File: config.mk
export PLATFORM = sky130hd
export DESIGN_NAME = osd_word_loader
export DESIGN_NICKNAME = d
export VERILOG_FILES = /design/src/rtl/owl_pkg.sv /design/src/rtl/owl_serial_rx.sv /design/src/rtl/owl_eraser.sv /design/src/rtl/owl_char_mem.sv /design/src/rtl/osd_word_loader.sv
export SDC_FILE = /design/constraint.sdc
export NUM_CORES = 2
export LEC_CHECK = 0
export ABC_CLOCK_PERIOD_IN_PS = 10000
export BUFFER_PORTS_ARGS = -buffer_cell sky130_fd_sc_hd__buf_4
export CORE_ASPECT_RATIO = 1.1
export CORE_MARGIN = 1.5
export CORE_UTILIZATION = 54
export DETAILED_ROUTE_END_ITERATION = 8
export PLACE_DENSITY_LB_ADDON = 0.15
export SYNTH_ARGS = -nofsm -noshare
export SYNTH_HDL_FRONTEND = slang
export SYNTH_HIERARCHICAL = 1
export SYNTH_SLANG_ARGS = --single-unit
export TNS_END_PERCENT = 1
File: constraint.sdc
create_clock -name clk -period 10 [get_ports clk]
set_input_delay 0.5 -clock clk [delete_from_list [all_inputs] [get_ports clk]]
set_output_delay 0.5 -clock clk [all_outputs]
set_load 0.05 [all_outputs]
File: src/rtl/owl_pkg.sv
package owl_pkg;
  parameter int WORD_W    = 16;
  parameter int DATA_W    = 14;
  parameter int MEM_W     = 13;
  parameter int ADDR_W    = 8;
  parameter int MEM_DEPTH = 240;
  parameter int REG_BASE  = 240;
  parameter int REG_COUNT = 9;
  parameter int ERASE_REG = 8;
  parameter int ERASE_BIT = 5;

  // Blank fill: code all ones, attributes and blink set, reverse clear.
  function automatic logic [MEM_W-1:0] blank_word();
    logic [MEM_W-1:0] w;
    w = '0;
    w[7:0]  = 8'hFF;
    w[10:8] = 3'b111;
    w[11]   = 1'b1;
    w[12]   = 1'b0;
    return w;
  endfunction

  function automatic logic is_mem(input logic [ADDR_W-1:0] a);
    return int'(a) < MEM_DEPTH;
  endfunction

  function automatic logic is_reg(input logic [ADDR_W-1:0] a);
    return (int'(a) >= REG_BASE) && (int'(a) < REG_BASE + REG_COUNT);
  endfunction

  function automatic int reg_index(input logic [ADDR_W-1:0] a);
    return int'(a) - REG_BASE;
  endfunction

  // Bits of register k that are actually stored.
  function automatic logic [DATA_W-1:0] reg_mask(input int k);
    logic [DATA_W-1:0] m;
    m = '1;
    if (k == ERASE_REG) m[ERASE_BIT] = 1'b0;
    return m;
  endfunction
endpackage

File: src/rtl/owl_serial_rx.sv
module owl_serial_rx #(
  parameter int WORD_W = 16
) (
  input  logic              clk,
  input  logic              rst_n,
  input  logic              cs_n,
  input  logic              sck,
  input  logic              sdi,
  output logic              word_valid,
  output logic              word_first,
  output logic [WORD_W-1:0] word
);
  localparam int CNT_W = $clog2(WORD_W);
  localparam logic [CNT_W-1:0] LAST = CNT_W'(WORD_W - 1);

  logic [1:0]        sck_m, cs_m, sdi_m;
  logic              sck_prev;
  logic [CNT_W-1:0]  cnt;
  logic [WORD_W-2:0] sr;
  logic              first_pend;
  logic              sck_rise;

  assign sck_rise = sck_m[1] & ~sck_prev;

  always_ff @(posedge clk or negedge rst_n) begin
    if (!rst_n) begin
      sck_m      <= '0;
      cs_m       <= '1;
      sdi_m      <= '0;
      sck_prev   <= 1'b0;
      cnt        <= '0;
      sr         <= '0;
      first_pend <= 1'b1;
      word_valid <= 1'b0;
      word_first <= 1'b0;
      word       <= '0;
    end else begin
      sck_m      <= {sck_m[0], sck};
      cs_m       <= {cs_m[0], cs_n};
      sdi_m      <= {sdi_m[0], sdi};
      sck_prev   <= sck_m[1];
      word_valid <= 1'b0;
      if (cs_m[1]) begin
        cnt        <= '0;
        first_pend <= 1'b1;
      end else if (sck_rise) begin
        sr <= {sr[WORD_W-3:0], sdi_m[1]};
        if (cnt == LAST) begin
          word_valid <= 1'b1;
          word       <= {sr, sdi_m[1]};
          word_first <= first_pend;
          first_pend <= 1'b0;
          cnt        <= '0;
        end else begin
          cnt <= cnt + 1'b1;
        end
      end
    end
  end
endmodule

File: src/rtl/owl_eraser.sv
module owl_eraser #(
  parameter int DEPTH  = 240,
  parameter int ADDR_W = 8
) (
  input  logic              clk,
  input  logic              rst_n,
  input  logic              start,
  output logic              busy,
  output logic [ADDR_W-1:0] ptr
);
  localparam logic [ADDR_W-1:0] LAST = ADDR_W'(DEPTH - 1);

  always_ff @(posedge clk or negedge rst_n) begin
    if (!rst_n) begin
      busy <= 1'b1;
      ptr  <= '0;
    end else if (busy) begin
      if (ptr == LAST) busy <= 1'b0;
      else             ptr  <= ptr + 1'b1;
    end else if (start) begin
      busy <= 1'b1;
      ptr  <= '0;
    end
  end
endmodule

File: src/rtl/owl_char_mem.sv
module owl_char_mem #(
  parameter int DEPTH  = 240,
  parameter int WIDTH  = 13,
  parameter int ADDR_W = 8
) (
  input  logic              clk,
  input  logic              we,
  input  logic [ADDR_W-1:0] waddr,
  input  logic [WIDTH-1:0]  wdata,
  input  logic [ADDR_W-1:0] raddr,
  output logic [WIDTH-1:0]  rdata
);
  logic [WIDTH-1:0] mem [DEPTH];

  always_ff @(posedge clk) begin
    if (we && int'(waddr) < DEPTH) mem[waddr] <= wdata;
    rdata <= (int'(raddr) < DEPTH) ? mem[raddr] : '0;
  end
endmodule

File: src/rtl/osd_word_loader.sv
module osd_word_loader
  import owl_pkg::*;
#(
  parameter int P_DEPTH = MEM_DEPTH,
  parameter int P_REGS  = REG_COUNT
) (
  input  logic                     clk,
  input  logic                     rst_n,
  input  logic                     cs_n,
  input  logic                     sck,
  input  logic                     sdi,
  input  logic [ADDR_W-1:0]        rd_addr,
  output logic [MEM_W-1:0]         rd_data,
  output logic [P_REGS*DATA_W-1:0] ctrl_regs,
  output logic                     erase_busy
);
  logic              word_valid, word_first;
  logic [WORD_W-1:0] word;
  logic [ADDR_W-1:0] addr_q;
  logic [ADDR_W-1:0] erase_ptr;
  logic              data_word;
  logic              ser_mem_we, ser_reg_we, erase_start;
  logic              mem_we;
  logic [ADDR_W-1:0] mem_waddr;
  logic [MEM_W-1:0]  mem_wdata;
  logic              unused_bits;

  owl_serial_rx #(.WORD_W(WORD_W)) u_rx (
    .clk(clk), .rst_n(rst_n), .cs_n(cs_n), .sck(sck), .sdi(sdi),
    .word_valid(word_valid), .word_first(word_first), .word(word)
  );

  assign data_word   = word_valid && !word_first;
  assign ser_mem_we  = data_word && !erase_busy && is_mem(addr_q);
  assign ser_reg_we  = data_word && !erase_busy && is_reg(addr_q);
  assign erase_start = ser_reg_we && (reg_index(addr_q) == ERASE_REG)
                       && word[ERASE_BIT];
  assign unused_bits = ^word[WORD_W-1:DATA_W];

  always_ff @(posedge clk or negedge rst_n) begin
    if (!rst_n)          addr_q <= '0;
    else if (word_valid) addr_q <= word_first ? word[ADDR_W-1:0]
                                              : addr_q + 1'b1;
  end

  owl_eraser #(.DEPTH(P_DEPTH), .ADDR_W(ADDR_W)) u_erase (
    .clk(clk), .rst_n(rst_n), .start(erase_start),
    .busy(erase_busy), .ptr(erase_ptr)
  );

  assign mem_we    = erase_busy || ser_mem_we;
  assign mem_waddr = erase_busy ? erase_ptr : addr_q;
  assign mem_wdata = erase_busy ? blank_word() : word[MEM_W-1:0];

  owl_char_mem #(.DEPTH(P_DEPTH), .WIDTH(MEM_W), .ADDR_W(ADDR_W)) u_mem (
    .clk(clk), .we(mem_we), .waddr(mem_waddr), .wdata(mem_wdata),
    .raddr(rd_addr), .rdata(rd_data)
  );

  for (genvar k = 0; k < P_REGS; k++) begin : g_reg
    logic [DATA_W-1:0] r_q;
    always_ff @(posedge clk or negedge rst_n) begin
      if (!rst_n)
        r_q <= '0;
      else if (ser_reg_we && reg_index(addr_q) == k)
        r_q <= word[DATA_W-1:0] & reg_mask(k);
    end
    assign ctrl_regs[k*DATA_W +: DATA_W] = r_q;
  end
endmodule

==> results.txt <==
In this run, CTS created clock tree buffers numbering 342. The worst hold path belongs to the class input pin to asynchronous set/reset pin. The area of the core was 239,000 sq um. The logs give 8 for the number of optimization iterations in the first detailed-route pass and 49.8 nW for the leakage power total. Averaged over all synthesized cells, the footprint is 21.2 sq um. The insertion delay to the later sink of the worst-skew pair came out at 1.00 ns.

The congestion estimate from routability-driven global placement came to 0.874. The slew of the pin with the lowest slew margin is 1.45 ns. The maximum buffer depth of the clock tree is 4, and the post-route fraction of the period consumed by the critical path is 50.2%. The final layout contains 6,568 nets. The first-pass GRT wire length was 494,000 microns; the number of routed nets with antenna violations was 0. Setup violations remaining at the end of the flow were counted as 0. For this configuration, the core starts out at a cell density of 54.4%.

Data on the critical path is required at its endpoint by 10.58 ns. After layout, the minimum clock period comes to 5.02 ns. In this run the critical register-to-register path is captured at u_mem/mem[110][12]. The final-report hold violation count is 0.

Startpoint of the most critical setup path: u_erase/busy. The die covers 243,000 sq um. The post-layout instance area is 145,000 sq um, and the maximum clock skew at final layout is 0.0757 ns. The average detailed-routed wire length per instance is 35.2 microns, and the number of buffers inserted by port buffering is 151.

The post-synthesis net count is 6,136, and the power per unit of standard cell area is 192 nW/um^2. The detailed router placed 65,706 vias in this run. Counting every sink on the clock net gives 3,316. The logs give 9,133 for the number of DRC violations after detailed-routing iteration 0 and 0 for the aggregate global routing overflow. The post-layout instance count excluding filler cells was 9,940.

The worst-case IR drop observed on VDD is 0.000196 V. In the final layout, flip-flops and latches occupy 98,500 sq um. The H-tree was split into 5 levels.

Once placement completed, the tool counted placed cells totaling 9,320. Placement row count: 188. Of all nets on the critical path, the largest fanout is 47. Initial antenna violation count: 10.

TritonCTS built the clock tree. In this run the register-to-register setup slack is 4.98 ns. The final number of max-transition violations came out at 0.

The logs give 28,600 sq um for the area of the multi-input gates and 199 MHz for the highest clock frequency the design can meet. Global routing consumed, over all layers together, 28.9% of the routing resources. The element type at the critical path start was a flop.

The I/O pin count is 153, and the floorplan die height is 517 microns. After synthesis the cells add up to 130,000 sq um. The area growth from synthesis to final layout is 11.9%. The overall power is 0.0279 W.

The setup path with the least slack is of type flop to flop. The post-detailed-placement cell area was 135,000 sq um; the number of instances in the synthesized netlist was 6,117. The worst register-to-register path begins at u_erase/busy. The flow ran to the end, and the final reports show no timing, DRC or antenna violations. Setup repair after global routing left no endpoint under its margin. Setup total negative slack on the finished layout was measured at 0 ns. In this run the horizontal extent of the chip is 470 microns. Entering global routing, the biggest net connects 195 pins.

Final wirelength: 350,000 microns. Clock tree synthesis selected as its root buffer the cell clkbuf_16. In the routed layout, each cell is associated on average with a via count of 6.61. In the routed design, unresolved DRC markers number 0. The run gives 64,900 as the via count of the first global-routing pass. In the final layout, the share of cells above drive strength 1 is 26.7%. The number of filler cells placed in the layout was 16,619; the worst slew slack as a fraction of its limit was 3.27%.

The wire-length estimate of the detail-placed layout is 209,000 microns. For the worst flop-to-flop path, the logic depth is 7. In this run, post-CTS repair resized a total of 0 instances. Max-cap violations in this run came to 0. Yosys printed 6 warnings. STA classifies the critical path endpoint as a flop. Data arrives at the worst endpoint at 5.60 ns.

The clock-pin slew on the worst setup and hold paths came out at 0.06 ns.
## cells in the final DEF (no fill, tap or decap), types with 24 or more instances in the layout
master,n
bufinv_16,26
mux2i_1,315
a221oi_1,58
mux4_1,56
buf_4,419
clkbuf_1,84
nor2_2,28
nor2_1,286
mux2_2,159
o21ai_0,69
edfxtp_1,3120
clkinv_2,48
clkinv_1,75
a22oi_1,39
a221o_1,32
a21oi_1,89
mux4_2,661
clkbuf_16,347
o22ai_1,24
dfrtp_1,179
nand2_1,197
o31ai_1,27
nand3_1,38
## timing repair
action,in CTS,in global routing
endpoints found under the hold margin,102,0
buffers inserted,0,0
hold buffers,5,0
## sequential cells by signal (all words and copies together) (netlist names)
name and cells:
addr_q 8, g.r_q 125, u_erase/busy 1, u_erase/ptr 8, u_mem/mem 3120, u_mem/rdata 13
u_rx/cnt 4, u_rx/cs_m 2, u_rx/first_pend 1, u_rx/sck_m 2, u_rx/sck_prev 1, u_rx/sdi_m 2
u_rx/sr 13, u_rx/word 14, u_rx/word_first 1, u_rx/word_valid 1
## critical path, cell delays in order, from the launching register on
cell and delay, ns:
dfstp_2 1.07, mux2_2 0.48, a41oi_1 0.35, nand2_1 0.09
nor2_1 0.44, nand3_2 0.58, buf_4 0.47, nor2_1 1.11
## cell type report
cell class / count / share of cell area, %
clock inverter: 161 / 0.993
timing repair buffer: 452 / 2.51
antenna: 4 / 0.00689
sequential: 3316 / 67.8
clock buffer: 435 / 6.23
inverter: 16 / 0.0508
multi-input combinational: 2421 / 19.7
tap: 3135 / 2.70
## per-stage QoR
step,setup slack [ns],utilization [%],hold slack (ns)
2_1_floorplan,1.99,-,0.204
3_3_place_gp,4.82,56.3,0.340
3_5_place_dp,4.81,56.4,0.335
4_1_cts,5.02,60.8,0.115
5_1_grt,4.88,60.8,0.132
6_report,4.98,60.8,0.151
## how the worst max path moves through the flow
| stage | endpoint | slack [ns] | cells after the start |
|---|---|---|---|
| after CTS | u_mem/mem[62][12] | 5.02 | 7 |
| after global routing | u_mem/mem[206][9] | 4.88 | 7 |
| after floorplan | u_mem/mem[0][12] | 1.99 | 3 |
| after global placement | u_mem/rdata[11] | 4.82 | 10 |
| after detailed placement | u_mem/rdata[11] | 4.81 | 10 |
| final | u_mem/mem[110][12] | 4.98 | 7 |
## where the power goes
part,switching (W),total [W],internal (W)
Sequential,0.0000279,0.0150,0.0150
Clock,0.00511,0.0122,0.00704
Combinational,0.000522,0.000763,0.000241
Total,0.00566,0.0279,0.0223
## layer usage
metal | vias up | GRT usage (%) | routed length, microns
met5 | - | 0 | 22
met4 | 4 | 10.4 | 12800
met2 | 3566 | 45.0 | 167000
met1 | 35323 | 41.3 | 136000
li1 | 26302 | - | -
met3 | 511 | 5.39 | 34400
Note: power is estimated with default switching activity, not from simulation.
